==> config.mk <==
export PLATFORM = sky130hd
export DESIGN_NAME = link_bench_core
export DESIGN_NICKNAME = d
export VERILOG_FILES = /design/src/rtl/link_bench_pkg.sv /design/src/rtl/link_bench_ctrl.sv /design/src/rtl/link_bench_dp.sv /design/src/rtl/link_bench_core.sv
export SDC_FILE = /design/constraint.sdc
export NUM_CORES = 1
export LEC_CHECK = 0
export BUFFER_PORTS_ARGS = -buffer_cell sky130_fd_sc_hd__buf_2
export CORE_MARGIN = 3
export CORE_UTILIZATION = 58
export DETAILED_ROUTE_END_ITERATION = 10
export GPL_TIMING_DRIVEN = 1
export MAX_ROUTING_LAYER = met4
export PLACE_DENSITY = 0.81
export SLEW_MARGIN = 20
export SYNTH_ARGS = -nofsm -noshare
export SYNTH_HDL_FRONTEND = slang
export SYNTH_HIERARCHICAL = 1
export SYNTH_SLANG_ARGS = --single-unit
==> constraint.sdc <==
create_clock -name clk -period 5.28 [get_ports clk]
set_input_delay 1.32 -clock clk [delete_from_list [all_inputs] [get_ports clk]]
set_output_delay 1.32 -clock clk [all_outputs]
set_load 0.02 [all_outputs]
==> src/rtl/link_bench_pkg.sv <==
package link_bench_pkg;

  typedef enum logic [1:0] {
    MODE_THRU = 2'b00,
    MODE_LAT  = 2'b01,
    MODE_REL  = 2'b10,
    MODE_ALT  = 2'b11
  } mode_e;

  typedef enum logic [1:0] {
    TXSRC_SEQ   = 2'b00,
    TXSRC_PROBE = 2'b01,
    TXSRC_ECHO  = 2'b10
  } txsrc_e;

  typedef enum logic [1:0] {
    CHK_NONE  = 2'b00,
    CHK_SEQ   = 2'b01,
    CHK_PROBE = 2'b10
  } chk_e;

  typedef enum logic [2:0] {
    ST_IDLE = 3'd0,
    ST_RUN  = 3'd1,
    ST_WAIT = 3'd2,
    ST_ECHO = 3'd3,
    ST_DONE = 3'd4
  } state_e;

  typedef struct packed {
    logic   clear;
    logic   cycInc;
    logic   cycLoadOne;
    logic   txAdv;
    logic   rxAdv;
    logic   echoLoad;
    chk_e   chkSel;
    txsrc_e txSrc;
  } strobe_t;

endpackage

==> src/rtl/link_bench_ctrl.sv <==
module link_bench_ctrl
  import link_bench_pkg::*;
(
  input  logic       clk,
  input  logic       rstN,
  input  logic       start,
  input  logic       roleSel,
  input  logic [1:0] modeSel,
  input  logic       targetIsZero,
  input  logic       txLast,
  input  logic       rxLast,
  input  logic       txFull,
  input  logic       rxEmpty,
  output logic       txWrite,
  output logic       rxRead,
  output strobe_t    stb,
  output logic       done,
  output logic       busy
);

  state_e state, stateNext;
  logic   roleQ;
  mode_e  modeQ;
  logic   isLat, isRel;

  assign isLat = (modeQ == MODE_LAT);
  assign isRel = (modeQ == MODE_REL);

  always_ff @(posedge clk) begin
    if (!rstN) begin
      state <= ST_IDLE;
      roleQ <= 1'b0;
      modeQ <= MODE_THRU;
    end else begin
      state <= stateNext;
      if (start) begin
        roleQ <= roleSel;
        modeQ <= mode_e'(modeSel);
      end
    end
  end

  always_comb begin
    stb        = '0;
    stb.chkSel = CHK_NONE;
    stb.txSrc  = TXSRC_SEQ;
    txWrite    = 1'b0;
    rxRead     = 1'b0;
    stateNext  = state;

    unique case (state)
      ST_RUN: begin
        if (!roleQ) begin
          if (isLat) begin
            stb.txSrc = TXSRC_PROBE;
            txWrite   = !txFull;
            if (txWrite) begin
              stb.cycLoadOne = 1'b1;
              stateNext      = ST_WAIT;
            end
          end else begin
            stb.txSrc  = TXSRC_SEQ;
            txWrite    = !txFull;
            stb.cycInc = 1'b1;
            stb.txAdv  = txWrite;
            if (txWrite && txLast) stateNext = ST_DONE;
          end
        end else begin
          rxRead     = !rxEmpty;
          stb.cycInc = 1'b1;
          if (isLat) begin
            stb.echoLoad = rxRead;
            if (rxRead) stateNext = ST_ECHO;
          end else begin
            stb.rxAdv = rxRead;
            if (isRel && rxRead) stb.chkSel = CHK_SEQ;
            if (rxRead && rxLast) stateNext = ST_DONE;
          end
        end
      end
      ST_WAIT: begin
        rxRead = !rxEmpty;
        if (rxRead) begin
          stb.chkSel = CHK_PROBE;
          stateNext  = ST_DONE;
        end else begin
          stb.cycInc = 1'b1;
        end
      end
      ST_ECHO: begin
        stb.txSrc  = TXSRC_ECHO;
        txWrite    = !txFull;
        stb.cycInc = 1'b1;
        if (txWrite) stateNext = ST_DONE;
      end
      default: ;
    endcase

    if (start) begin
      stb        = '0;
      stb.clear  = 1'b1;
      stb.chkSel = CHK_NONE;
      stb.txSrc  = TXSRC_SEQ;
      txWrite    = 1'b0;
      rxRead     = 1'b0;
      stateNext  = (targetIsZero && (modeSel != MODE_LAT)) ? ST_DONE : ST_RUN;
    end
  end

  assign done = (state == ST_DONE);
  assign busy = (state == ST_RUN) || (state == ST_WAIT) || (state == ST_ECHO);

endmodule

==> src/rtl/link_bench_dp.sv <==
module link_bench_dp
  import link_bench_pkg::*;
#(
  parameter int DW    = 32,
  parameter int CNT_W = 32,
  parameter int CYC_W = 32,
  parameter int ERR_W = 16,
  parameter logic [DW-1:0] LAT_PROBE = '1
) (
  input  logic             clk,
  input  logic             rstN,
  input  strobe_t          stb,
  input  logic [CNT_W-1:0] wordTarget,
  input  logic [DW-1:0]    rxData,
  output logic [DW-1:0]    txData,
  output logic             txLast,
  output logic             rxLast,
  output logic [CYC_W-1:0] cycleCount,
  output logic [ERR_W-1:0] errCount,
  output logic             errSeen,
  output logic [DW-1:0]    firstBad
);

  localparam logic [CYC_W-1:0] CYC_MAX = '1;
  localparam logic [ERR_W-1:0] ERR_MAX = '1;
  localparam logic [CNT_W-1:0] CNT_ONE = CNT_W'(1);

  logic [CNT_W-1:0] targetQ, txSeq, rxSeq;
  logic [DW-1:0]    echoQ;
  logic             mismatch;

  assign txLast = (txSeq == targetQ - CNT_ONE);
  assign rxLast = (rxSeq == targetQ - CNT_ONE);

  always_comb begin
    unique case (stb.chkSel)
      CHK_SEQ:   mismatch = (rxData != DW'(rxSeq));
      CHK_PROBE: mismatch = (rxData != LAT_PROBE);
      default:   mismatch = 1'b0;
    endcase
  end

  always_comb begin
    unique case (stb.txSrc)
      TXSRC_PROBE: txData = LAT_PROBE;
      TXSRC_ECHO:  txData = echoQ;
      default:     txData = DW'(txSeq);
    endcase
  end

  // word indices and captured target
  always_ff @(posedge clk) begin
    if (!rstN) begin
      targetQ <= '0;
      txSeq   <= '0;
      rxSeq   <= '0;
      echoQ   <= '0;
    end else if (stb.clear) begin
      targetQ <= wordTarget;
      txSeq   <= '0;
      rxSeq   <= '0;
      echoQ   <= '0;
    end else begin
      if (stb.txAdv)    txSeq <= txSeq + CNT_ONE;
      if (stb.rxAdv)    rxSeq <= rxSeq + CNT_ONE;
      if (stb.echoLoad) echoQ <= rxData;
    end
  end

  // saturating cycle counter
  always_ff @(posedge clk) begin
    if (!rstN || stb.clear) begin
      cycleCount <= '0;
    end else if (stb.cycLoadOne) begin
      cycleCount <= CYC_W'(1);
    end else if (stb.cycInc && (cycleCount != CYC_MAX)) begin
      cycleCount <= cycleCount + CYC_W'(1);
    end
  end

  // error tally and first wrong value
  always_ff @(posedge clk) begin
    if (!rstN || stb.clear) begin
      errCount <= '0;
      errSeen  <= 1'b0;
      firstBad <= '0;
    end else if (mismatch) begin
      if (errCount != ERR_MAX) errCount <= errCount + ERR_W'(1);
      if (!errSeen) firstBad <= rxData;
      errSeen <= 1'b1;
    end
  end

endmodule

==> src/rtl/link_bench_core.sv <==
module link_bench_core
  import link_bench_pkg::*;
#(
  parameter int DW    = 32,
  parameter int CNT_W = 32,
  parameter int CYC_W = 32,
  parameter int ERR_W = 16,
  parameter logic [DW-1:0] LAT_PROBE = DW'(32'h5A3C_96E1)
) (
  input  logic             clk,
  input  logic             rstN,
  input  logic             start,
  input  logic             roleSel,
  input  logic [1:0]       modeSel,
  input  logic [CNT_W-1:0] wordTarget,
  output logic [DW-1:0]    txData,
  output logic             txWrite,
  input  logic             txFull,
  input  logic [DW-1:0]    rxData,
  output logic             rxRead,
  input  logic             rxEmpty,
  output logic [CYC_W-1:0] cycleCount,
  output logic [ERR_W-1:0] errCount,
  output logic             errSeen,
  output logic [DW-1:0]    firstBad,
  output logic             done,
  output logic             busy
);

  strobe_t stb;
  logic    txLast, rxLast;

  link_bench_ctrl u_ctrl (
    .clk          (clk),
    .rstN         (rstN),
    .start        (start),
    .roleSel      (roleSel),
    .modeSel      (modeSel),
    .targetIsZero (wordTarget == '0),
    .txLast       (txLast),
    .rxLast       (rxLast),
    .txFull       (txFull),
    .rxEmpty      (rxEmpty),
    .txWrite      (txWrite),
    .rxRead       (rxRead),
    .stb          (stb),
    .done         (done),
    .busy         (busy)
  );

  link_bench_dp #(
    .DW        (DW),
    .CNT_W     (CNT_W),
    .CYC_W     (CYC_W),
    .ERR_W     (ERR_W),
    .LAT_PROBE (LAT_PROBE)
  ) u_dp (
    .clk        (clk),
    .rstN       (rstN),
    .stb        (stb),
    .wordTarget (wordTarget),
    .rxData     (rxData),
    .txData     (txData),
    .txLast     (txLast),
    .rxLast     (rxLast),
    .cycleCount (cycleCount),
    .errCount   (errCount),
    .errSeen    (errSeen),
    .firstBad   (firstBad)
  );

endmodule

==> results.py <==
metrics = {
    "global_routing": {
        "grt_antenna_before_repair": 0,
        "via_count_of_the_first_global_routing_pass": 11130,
        "grt_start_max_net_pins": 67,
        "grt.overflow.total": 0,
        "grt_pass1_wl_um": 62040,
        "groute.usage.overall_pct": 33.15,
    },
    "place": {
        "final_estimated_routing_congestion_in_global_placement": 1.060,
        "place_hpwl_um": 29520,
        "port_buffers": 188,
    },
    "sta": {
        "period_needed_ns": 4.862,
        "tightest_pin_transition_ns": 1.013,
        "max-slew-margin-rel_pct": 31.38,
        "final_min_period_over_clock_period_pct": 92.08,
        "achievable-frequency_mhz": 205.7,
        "setup-violations-final": 0,
        "fin_tns_setup_ns": 0,
        "final-max-slew-violation-count": 0,
        "finClkSkew_ns": 0.02420,
        "hold_viol": 0,
        "unrepaired_setup_endpoints_after_global_routing": "false",
    },
    "route": {
        "drt-vias-per-instance": 6.265,
        "met1Wirelength_um": 17560,
        "first_pass_iters": 5,
        "post_drt_wl_per_cell_um": 20.18,
        "dr.first_iter.drc_count": 1615,
        "detail_route.drc_violations": 0,
        "postRouteWirelength_um": 39830,
        "dr_wl_met2_um": 17400,
        "route.top_layer_used": "met4",
        "wl_met3_um": 3628,
        "antenna_violating_nets_post_route": 0,
        "route.vias.total": 12370,
    },
    "critical_path": {
        "setup_crit_end_kind": "output pin",
        "worst_setup_path_start_kind": "input pin",
        "critical_path_class": "input pin to output pin",
        "timing.critical_path.required_ns": 3.96,
        "worstPathMaxFanout": 19,
        "worst_ep_arrival_time_ns": 3.54,
    },
    "synth": {
        "fraction_of_registers_with_async_set_reset_pct": 0,
        "synth_warnings": 6,
        "seq_area_frac_synth_pct": 34.16,
        "synth_cells": 1570,
        "synth.ff_latch_count": 215,
        "synth_cell_type_count": 82,
        "synth_nets": 1650,
        "synthesis.area_per_instance_um2": 8.024,
        "ys_dominant_reg_cell": "dfxtp_1",
        "mappedNetlistArea_um2": 12600,
        "number_of_enable_flip_flop_cells_after_synthesis": 0,
    },
    "cells_and_area": {
        "final_design_utilization_pct": 68.22,
        "final_nets": 1764,
        "most-common-layout-cells": "dfxtp_1, buf_2, nor2_1",
        "post_route_cells_drive_above_1_share_pct": 16.66,
        "n_diodes": 0,
        "syn_to_final_growth_pct": 14.55,
        "most_common_library_cell_in_the_layout_ignoring_fill_and_taps": "dfxtp_1",
        "num-fill-cells": 1765,
    },
    "power_and_ir_drop": {
        "cellLeakagePower_nw": 5.244,
        "worst_ir_drop_vdd_v": 0.0002363,
        "pwr_cell_area_nw_per_um2": 264.9,
    },
    "clocking": {
        "holdBufCountCts": 0,
        "cts.path.max_buffers": 3,
        "cts_tree": "built",
        "clk_latency_ns": 0.53,
        "numCtsBuffers": 24,
        "number_of_clock_sinks_seen_by_cts": 215,
        "cts.root.buffer_cell": "clkbuf_16",
        "cts.htree.levels": 1,
        "clkTransAtPathRegs_ns": 0.06,
        "cts_post_setup_buffers_inserted": 0,
        "cts_resizes": 0,
    },
    "floorplanning": {
        "dieWidth_um": 153.4,
        "num_io_pins": 189,
        "dieHeight_um": 153.4,
        "floorplan.rows": 53,
        "effective_utilization_at_floorplan_pct": 59.56,
        "floorplan_core_area_um2": 21150,
        "dieArea_um2": 23530,
    },
    "min_path": {
        "min_path_type": "flip-flop to flip-flop",
    },
    "run_status": {
        "outcome": "completed",
    },
    "flow_run": {
        "cap_violations": 0,
    },
}
==> routing by layer <==
layer / up-vias / global-route usage [%]
met5: - / -
met4: 0 / 9.504
met3: 78 / 3.964
met2: 637 / 49.24
met1: 5864 / 47.81
li1: 5788 / -
==> registers in the layout, indices dropped and copies added (netlist names) <==
signal / cells
u_ctrl/modeQ: 2
u_dp/targetQ: 32
u_dp/firstBad: 32
u_dp/echoQ: 32
u_dp/txSeq: 32
u_dp/cycleCount: 32
u_dp/errSeen: 1
u_dp/rxSeq: 32
u_ctrl/roleQ: 1
u_ctrl/state: 3
u_dp/errCount: 16
==> where the power goes <==
part	internal, W	switching (W)	leakage (nW)
logic	0.000161	0.000236	3.10
registers	0.00164	0.0000447	1.74
clock network	0.00107	0.000667	0.407
==> path summary, 6_finish.rpt <==
check | startpoint | to | slack (ns) | depth (start not counted)
setup / recovery | start | txData[27] | 0.42 | 9
hold reg to reg | u_dp/firstBad[26] | u_dp/firstBad[26] | 0.48 | 2
setup reg to reg | u_ctrl/state[0] | u_dp/errCount[12] | 1.04 | 13
hold / removal | u_dp/firstBad[26] | u_dp/firstBad[26] | 0.48 | 2
==> layout make-up <==
cell class / instances / area [um2] / area share [%]
clock buffer: 34 / 709.4 / 4.916
inverter: 35 / 131.4 / 0.9104
multi-input combinational: 1196 / 7641 / 52.95
clock inverter: 7 / 110.1 / 0.7630
tap: 275 / 344.1 / 2.384
sequential: 215 / 4304 / 29.82
timing repair buffer: 212 / 1191 / 8.254
==> worst max-delay path, stage by stage <==
cell	delay, ns
buf_2	0.11
or4b_4	0.57
nor2_1	0.17
inv_1	0.06
ha_1	0.44
buf_4	0.30
a211oi_1	0.32
a21oi_1	0.07
buf_2	0.17
==> Yosys cell counts (4+ instances only) <==
master	instances	area (um2)
a211oi_1	6	45.04
a21oi_1	91	455.4
a31oi_1	14	87.58
and2_1	9	56.30
and3_1	12	75.07
and4_1	14	122.6
buf_1	15	56.30
buf_2	8	40.04
buf_4	4	30.03
buf_6	8	90.09
clkbuf_1	89	334.1
dfxtp_1	215	4304
ha_1	8	100.1
inv_1	35	131.4
mux2i_1	77	770.7
nand2_1	129	484.2
nand2b_1	12	75.07
nand3_1	84	420.4
nand3b_1	7	52.55
nand4_1	34	212.7
nor2_1	168	630.6
nor2b_1	47	294.0
nor3_1	34	170.2
nor4_1	32	200.2
nor4_2	7	87.58
nor4bb_1	5	50.05
o2111ai_1	4	35.03
o211ai_1	4	30.03
o21ai_0	59	295.3
o21ai_1	27	135.1
o22ai_1	6	37.54
o31a_1	4	35.03
o31ai_1	14	105.1
o32ai_1	9	78.83
o41ai_1	8	70.07
or2_2	5	31.28
or3_1	27	168.9
or4_1	17	127.6
xnor2_1	98	858.3
xor2_1	65	569.3
==> stage by stage <==
stage / power [W] / hold slack, ns / instance area (um2) / cells / setup slack (ns)
after floorplan: 0.001981 / 0.4602 / 12600 / 1570 / 0.4924
after global routing: 0.003936 / 0.4944 / 14430 / 1974 / 0.2790
final: 0.003824 / 0.4764 / 14430 / 1974 / 0.4182
after CTS: 0.003831 / 0.4756 / 14400 / 1973 / 0.4549
after detailed placement: 0.002106 / 0.4668 / 13580 / 1932 / 0.07596
after global placement: 0.002101 / 0.4615 / 13570 / 1932 / 0.2561
==> cell families after synthesis <==
family | Yosys count | share of synthesized area [%]
AO/OA/AOI/OAI | 282 | 14.11
multiplexers | 78 | 6.207
AND/OR/NAND/NOR | 662 | 27.44
XOR/XNOR | 166 | 11.87
buffers and inverters | 159 | 5.413
adder cells (fa/ha/maj) | 8 | 0.7945
flip-flops | 215 | 34.16
No activity file was read; power rests on OpenSTA's default activity.
